## config.mk

```make
export PLATFORM = sky130hd
export DESIGN_NAME = wdog_guard
export DESIGN_NICKNAME = d
export VERILOG_FILES = /design/src/rtl/wdog_pkg.sv /design/src/rtl/wdog_datapath.sv /design/src/rtl/wdog_ctrl.sv /design/src/rtl/wdog_guard.sv
export SDC_FILE = /design/constraint.sdc
export NUM_CORES = 1
export LEC_CHECK = 0
export BUFFER_PORTS_ARGS = -buffer_cell sky130_fd_sc_hd__buf_2
export CAP_MARGIN = 20
export CORE_MARGIN = 1.5
export CORE_UTILIZATION = 60
export DETAILED_ROUTE_END_ITERATION = 6
export HOLD_SLACK_MARGIN = 0.06
export PLACE_DENSITY = 0.95
export SETUP_SLACK_MARGIN = 0.1
export SYNTH_ARGS = -nofsm -noshare
export SYNTH_HDL_FRONTEND = slang
export SYNTH_SLANG_ARGS = --single-unit
```

## constraint.sdc

```tcl
create_clock -name clk -period 7.1 [get_ports clk]
set_clock_uncertainty 0.2 [all_clocks]
set_input_delay 1.42 -clock clk [delete_from_list [all_inputs] [get_ports clk]]
set_output_delay 1.42 -clock clk [all_outputs]
set_load 0.03 [all_outputs]
```

## src/rtl/wdog_pkg.sv

```systemverilog
package wdog_pkg;
  localparam int CNT_W  = 16;
  localparam int PWD_W  = 8;
  localparam int DATA_W = CNT_W + 2 * PWD_W;
  localparam int LOW_W  = 2 * PWD_W;

  localparam logic [PWD_W-1:0] FIXED_PWD    = 8'h3C;
  localparam logic [CNT_W-1:0] TIMEOUT_SEED = 16'hFFFC;
  localparam logic [CNT_W-1:0] PREWARN_SEED = 16'hFFF0;

  // modify-write field positions
  localparam int EI_BIT  = 2;
  localparam int SEL_BIT = 3;
  localparam int DIS_BIT = 4;
  localparam int PWD_LSB = PWD_W;
  localparam int RLD_LSB = LOW_W;
  localparam logic [1:0] GUARD_OK = 2'b01;

  typedef enum logic [1:0] {
    MODE_TIMEOUT = 2'd0,
    MODE_NORMAL  = 2'd1,
    MODE_PREWARN = 2'd2
  } wdMode_e;

  typedef struct packed {
    logic ldTimeout;
    logic ldPrewarn;
    logic ldReload;
    logic cfgWr;
    logic eiWr;
    logic eiVal;
    logic holdNormal;
  } dpStrobe_t;
endpackage

```

## src/rtl/wdog_datapath.sv

```systemverilog
module wdog_datapath
  import wdog_pkg::*;
#(
  parameter int DIV_LO_LOG2 = 8,
  parameter int DIV_HI_LOG2 = 14
) (
  input  logic             clk,
  input  logic             rstN,
  input  dpStrobe_t        stb,
  input  logic [CNT_W-1:0] newReload,
  input  logic [PWD_W-1:0] newPwd,
  input  logic             newSel,
  input  logic             newDis,
  output logic [CNT_W-1:0] cntVal,
  output logic             endInit,
  output logic [PWD_W-1:0] userPwd,
  output logic             ovf,
  output logic             endInitEvt
);
  localparam logic [DIV_HI_LOG2-1:0] PRE_ONE = DIV_HI_LOG2'(1);
  localparam logic [CNT_W-1:0]       CNT_ONE = CNT_W'(1);

  logic [DIV_HI_LOG2-1:0] preDiv;
  logic [CNT_W-1:0]       cnt;
  logic [CNT_W-1:0]       reloadReg;
  logic [PWD_W-1:0]       userPwdReg;
  logic                   divSel;
  logic                   disReg;
  logic                   endInitReg;
  logic                   evtReg;
  logic                   tickLo;
  logic                   tickHi;
  logic                   tick;
  logic                   run;

  // prescaler taps; the slow tap needs more bits than the fast one
  generate
    if (DIV_HI_LOG2 > DIV_LO_LOG2) begin : g_taps
      assign tickLo = &preDiv[DIV_LO_LOG2-1:0];
      assign tickHi = &preDiv;
    end else begin : g_taps_same
      assign tickLo = &preDiv;
      assign tickHi = &preDiv;
    end
  endgenerate

  assign tick = divSel ? tickHi : tickLo;
  assign run  = !(stb.holdNormal && disReg);
  assign ovf  = run && tick && (&cnt);

  always_ff @(posedge clk or negedge rstN) begin
    if (!rstN) begin
      cnt    <= TIMEOUT_SEED;
      preDiv <= '0;
    end else if (stb.ldPrewarn) begin
      cnt    <= PREWARN_SEED;
      preDiv <= '0;
    end else if (stb.ldTimeout) begin
      cnt    <= TIMEOUT_SEED;
      preDiv <= '0;
    end else if (stb.ldReload) begin
      cnt    <= stb.cfgWr ? newReload : reloadReg;
      preDiv <= '0;
    end else if (run) begin
      preDiv <= preDiv + PRE_ONE;
      if (tick) cnt <= cnt + CNT_ONE;
    end
  end

  always_ff @(posedge clk or negedge rstN) begin
    if (!rstN) begin
      reloadReg  <= '0;
      userPwdReg <= '0;
      divSel     <= 1'b0;
      disReg     <= 1'b0;
    end else if (stb.cfgWr) begin
      reloadReg  <= newReload;
      userPwdReg <= newPwd;
      divSel     <= newSel;
      disReg     <= newDis;
    end
  end

  always_ff @(posedge clk or negedge rstN) begin
    if (!rstN) begin
      endInitReg <= 1'b0;
      evtReg     <= 1'b0;
    end else begin
      evtReg <= stb.eiWr && (stb.eiVal != endInitReg);
      if (stb.eiWr) endInitReg <= stb.eiVal;
    end
  end

  assign cntVal     = cnt;
  assign endInit    = endInitReg;
  assign userPwd    = userPwdReg;
  assign endInitEvt = evtReg;
endmodule

```

## src/rtl/wdog_ctrl.sv

```systemverilog
module wdog_ctrl
  import wdog_pkg::*;
(
  input  logic             clk,
  input  logic             rstN,
  input  logic             wrEn,
  input  logic [LOW_W-1:0] wrLow,
  input  logic             protWr,
  input  logic             rstClr,
  input  logic             ovf,
  input  logic             endInit,
  input  logic [PWD_W-1:0] userPwd,
  output dpStrobe_t        stb,
  output logic             inTimeout,
  output logic             preWarn,
  output logic             accErr,
  output logic             resetReq,
  output logic             resetPend,
  output logic             dblRst,
  output logic             protGrant
);
  wdMode_e mode;
  wdMode_e modeNext;
  logic    winOpen;
  logic    pwdOk;
  logic    guardOk;
  logic    pwdErr;
  logic    guardErr;
  logic    protErr;
  logic    modOk;
  logic    accErrNow;
  logic    rstFire;
  logic    toPre;
  logic    apply;
  logic    accErrQ;
  logic    resetReqQ;
  logic    pendQ;
  logic    dblQ;

  assign pwdOk    = (wrLow[PWD_W-1:0] == FIXED_PWD) && (wrLow[PWD_LSB +: PWD_W] == userPwd);
  assign guardOk  = (wrLow[1:0] == GUARD_OK);
  assign pwdErr   = wrEn && !winOpen && !pwdOk;
  assign guardErr = wrEn && winOpen && !guardOk;
  assign modOk    = wrEn && winOpen && guardOk;
  assign protErr  = protWr && (endInit || winOpen);
  assign accErrNow = pwdErr || guardErr || protErr;

  assign rstFire = (mode == MODE_PREWARN) && ovf;
  assign toPre   = !rstFire && (mode != MODE_PREWARN) && (accErrNow || ovf);
  assign apply   = modOk && (mode != MODE_PREWARN) && !toPre;

  always_comb begin
    stb            = '0;
    stb.holdNormal = (mode == MODE_NORMAL);
    modeNext       = mode;
    if (rstFire) begin
      stb.ldTimeout = 1'b1;
      stb.eiWr      = 1'b1;
      stb.eiVal     = 1'b0;
      modeNext      = MODE_TIMEOUT;
    end else if (toPre) begin
      stb.ldPrewarn = 1'b1;
      modeNext      = MODE_PREWARN;
    end else if (apply) begin
      stb.eiWr      = 1'b1;
      stb.eiVal     = wrLow[EI_BIT];
      stb.ldReload  = wrLow[EI_BIT];
      stb.ldTimeout = !wrLow[EI_BIT];
      stb.cfgWr     = !endInit;
      modeNext      = wrLow[EI_BIT] ? MODE_NORMAL : MODE_TIMEOUT;
    end
  end

  always_ff @(posedge clk or negedge rstN) begin
    if (!rstN) begin
      mode    <= MODE_TIMEOUT;
      winOpen <= 1'b0;
    end else begin
      mode <= modeNext;
      if (wrEn)        winOpen <= !winOpen && pwdOk;
      else if (protWr) winOpen <= 1'b0;
    end
  end

  always_ff @(posedge clk or negedge rstN) begin
    if (!rstN) begin
      accErrQ   <= 1'b0;
      resetReqQ <= 1'b0;
      pendQ     <= 1'b0;
      dblQ      <= 1'b0;
    end else begin
      accErrQ   <= accErrNow;
      resetReqQ <= rstFire;
      if (rstFire)     pendQ <= 1'b1;
      else if (rstClr) pendQ <= 1'b0;
      if (rstFire && pendQ) dblQ <= 1'b1;
    end
  end

  assign inTimeout = (mode == MODE_TIMEOUT);
  assign preWarn   = (mode == MODE_PREWARN);
  assign accErr    = accErrQ;
  assign resetReq  = resetReqQ;
  assign resetPend = pendQ;
  assign dblRst    = dblQ;
  assign protGrant = protWr && !endInit && !winOpen;
endmodule

```

## src/rtl/wdog_guard.sv

```systemverilog
module wdog_guard
  import wdog_pkg::*;
#(
  parameter int DIV_LO_LOG2 = 8,
  parameter int DIV_HI_LOG2 = 14
) (
  input  logic              clk,
  input  logic              rstN,
  input  logic              wrEn,
  input  logic [DATA_W-1:0] wrData,
  input  logic              protWr,
  input  logic              rstClr,
  output logic              protGrant,
  output logic              endInit,
  output logic [CNT_W-1:0]  cntVal,
  output logic              inTimeout,
  output logic              preWarn,
  output logic              accErr,
  output logic              endInitEvt,
  output logic              resetReq,
  output logic              resetPend,
  output logic              dblRst
);
  dpStrobe_t        stb;
  logic             ovf;
  logic [PWD_W-1:0] userPwd;

  wdog_ctrl ctrl_i (
    .clk       (clk),
    .rstN      (rstN),
    .wrEn      (wrEn),
    .wrLow     (wrData[LOW_W-1:0]),
    .protWr    (protWr),
    .rstClr    (rstClr),
    .ovf       (ovf),
    .endInit   (endInit),
    .userPwd   (userPwd),
    .stb       (stb),
    .inTimeout (inTimeout),
    .preWarn   (preWarn),
    .accErr    (accErr),
    .resetReq  (resetReq),
    .resetPend (resetPend),
    .dblRst    (dblRst),
    .protGrant (protGrant)
  );

  wdog_datapath #(
    .DIV_LO_LOG2 (DIV_LO_LOG2),
    .DIV_HI_LOG2 (DIV_HI_LOG2)
  ) dp_i (
    .clk        (clk),
    .rstN       (rstN),
    .stb        (stb),
    .newReload  (wrData[RLD_LSB +: CNT_W]),
    .newPwd     (wrData[PWD_LSB +: PWD_W]),
    .newSel     (wrData[SEL_BIT]),
    .newDis     (wrData[DIS_BIT]),
    .cntVal     (cntVal),
    .endInit    (endInit),
    .userPwd    (userPwd),
    .ovf        (ovf),
    .endInitEvt (endInitEvt)
  );
endmodule

```

==> impl_metrics.ini <==
[yosys]
synth_top_cell_by_area = dfrtp_1
syn_area_per_cell_um2 = 11.02
ys_top_cells_by_count = dfrtp_1 (51), mux2_2 (32), nor2_1 (25)
post-synth-top-count-cell = dfrtp_1
ys_types = 64
synth_edf_count = 0
async_flop_share_pct = 100.0
ys_ff_latch = 65
postSynthCellCount = 323
syn_area_mm2 = 0.003558
yosysWarnings = 0
ys.flop_type = dfrtp_1
syn_nets = 362
ys_top_cells_by_area = dfrtp_1 (36%), dfstp_2 (10%), mux2_2 (10%), xnor2_1 (3.7%), nor2_1 (2.6%)
yosysSeqAreaShare_pct = 46.20
synth_top_cell_area_share_pct = 35.86

[clocking]
cts.repair.resized = 0
numCtsBuffers = 9
cts.path.max_buffers = 2
postCtsSetupRepairBufs = 0
holdBufCountCts = 0
clkLatencyLatePin_ps = 350
cts_tree = done
cts_num_sinks = 65
clockRootBuffer = clkbuf_8
path_clk_slew_ps = 60
h-tree-depth = 3

[routing]
dr.pass1.iters = 5
initialDrtViolationCount = 358
via_count = 2945
avgRoutedWirePerCell_um = 18.43
totalWireLength_um = 8569
ant_nets = 0
drc_errors = 0
viasPerCell = 6.333

[critical_path]
cp_slowest_cell = buf_2
cp_common_cell = buf_2
r2r_end = dp_i.cntVal[12]
crit_chain = buf_2 -> nor3b_1 -> buf_2
cp-end-kind = primary output
crit_arrival_ps = 1910
timing.reg2reg.worst_path_depth = 7
cp_max_fo = 4
rrSetupSlack_ps = 3980
crit_family = buffers and inverters
critPathMaxStageDelay_ps = 230
cp-start-kind = input port
path_class = in2out
rr_startpoint = dp_i.cntVal[0]
cp.required_ps = 5480
critical_path_buf_inv_count = 2

[die]
initial_core_util_pct = 63.45
rows = 27
die-area_mm2 = 0.006402
die_w_um = 80.01
io_pins = 62
core-area_mm2 = 0.005608
die_h_um = 80.01

[pwr]
p_leak_nw = 1.913
powerDensity_mw_per_mm2 = 201.3
peakVddDrop_v = 0.0001360
total_power_w = 0.0008281

[sta]
fin_tns_setup_ps = 0
fmax_mhz = 283.0
timing.final.crit_share_pct = 49.76
finalSetupViolCount = 0
rsz0062_at_grt = false
min_period_ps = 3533
worstMarginPinSlew_ps = 1073
slew_viol_final = 0
slew_headroom_pct = 28.48
hold_violations = 0

[placed_design]
place.gp.congestion = 0.9189
placement.cell_area_mm2 = 0.003915
portBuffers = 61
post-dp-hpwl_um = 5969
dpl.cell_count = 449

[global_routing]
antenna_found_initial = 0
grt_first_pass_wirelength_um = 13950
grt_pass1_vias = 2948
grt_max_degree = 66
gr-total-overflow = 0
grt_use_total_pct = 29.17

[layout]
n_fill_cell = 393
layout-drive-gt1-share_pct = 37.91
area_delta_synth_final_pct = 15.61
fin_util_pct = 73.36
fin_nets = 427
fin_cells = 465
design_area_mm2 = 0.004114
antenna_cells = 0

[worst_hold_path]
hold-path-cell-count = 1
holdPathEnd = dp_i.reloadReg[6]
hold_class = reg2reg
hp-start = dp_i.reloadReg[6]

[run_status]
status = complete, no violations

[flow_run]
drv_cap = 0
## cells by family (layout without fill, tap and decap cells)
kind of cell / after synthesis / after routing / synth area share (%)
flops: 65 / 65 / 46.20
buf+inv: 17 / 87 / 2.250
compound gates: 66 / 66 / 13.75
mux: 37 / 37 / 11.53
xor+xnor: 21 / 21 / 5.169
fa+ha+maj: 2 / 2 / 0.7031
simple gates: 115 / 115 / 20.39
## how the worst max path moves through the flow
stage	from	end	depth (start not counted)	slack (ps)
floorplan	protWr	protGrant	1	3330
global placement	wrData[2]	dp_i.cntVal[7]	7	3540
detailed placement	wrData[2]	dp_i.cntVal[7]	7	3430
CTS	protWr	protGrant	3	3560
global route	protWr	protGrant	3	3520
finish	protWr	protGrant	3	3570
## metrics by stage
step,setup slack (ps),hold slack [ps]
2_1_floorplan,3329,250.1
3_3_place_gp,3540,235.7
3_5_place_dp,3428,243.9
4_1_cts,3562,297.7
5_1_grt,3522,297.4
6_report,3567,298.4
## area by class of cell
class                   count  area [um2]  area share, %
inverters                   9       33.78         0.8212
flip-flops and latches     65        1644          39.96
clock inverters             3       40.04         0.9732
repair buffers             62       312.8          7.603
multi-input cells         241        1834          44.59
clock buffers              13       158.9          3.863
well taps                  72       90.09          2.190
## metal layers
layer / up-vias / wire [um] / global-route usage, %
li1: 1347 / - / -
met1: 1421 / 3324 / 35.74
met2: 150 / 4360 / 48.40
met3: 27 / 631 / 7.200
met4: 0 / 252 / 13.28
met5: - / 0 / 0
## registers in the layout, indices dropped and copies added, names as in the netlist
signal            cells
ctrl_i.accErr         1
ctrl_i.dblRst         1
ctrl_i.mode           2
ctrl_i.resetPend      1
ctrl_i.resetReq       1
ctrl_i.winOpen        1
dp_i.cntVal          16
dp_i.disReg           1
dp_i.divSel           1
dp_i.endInit          1
dp_i.endInitEvt       1
dp_i.preDiv          14
dp_i.reloadReg       16
dp_i.userPwd          8
## where the power goes
group	total, W	switching (W)	internal (W)	leakage [nW]
Clock	0.000321	0.000141	0.000180	0.103
Combinational	0.0000900	0.0000504	0.0000396	0.981
Sequential	0.000417	0.0000236	0.000393	0.828
Total	0.000828	0.000215	0.000613	1.91
## placed cells by master (no fill, tap or decap), types with 5 or more instances in the layout
master,count
o22ai_1,10
nand2_1,22
xor2_1,6
mux2i_1,5
nand3_1,9
clkbuf_8,11
mux2_2,32
a21oi_1,9
dfstp_2,14
nor3_1,8
xnor2_1,15
nor2_1,25
o21ai_0,7
buf_2,61
a31oi_1,5
and3_1,6
dfrtp_1,51
nand4_1,14
a211oi_1,7
inv_1,8
(Power assumes the default switching activity.)
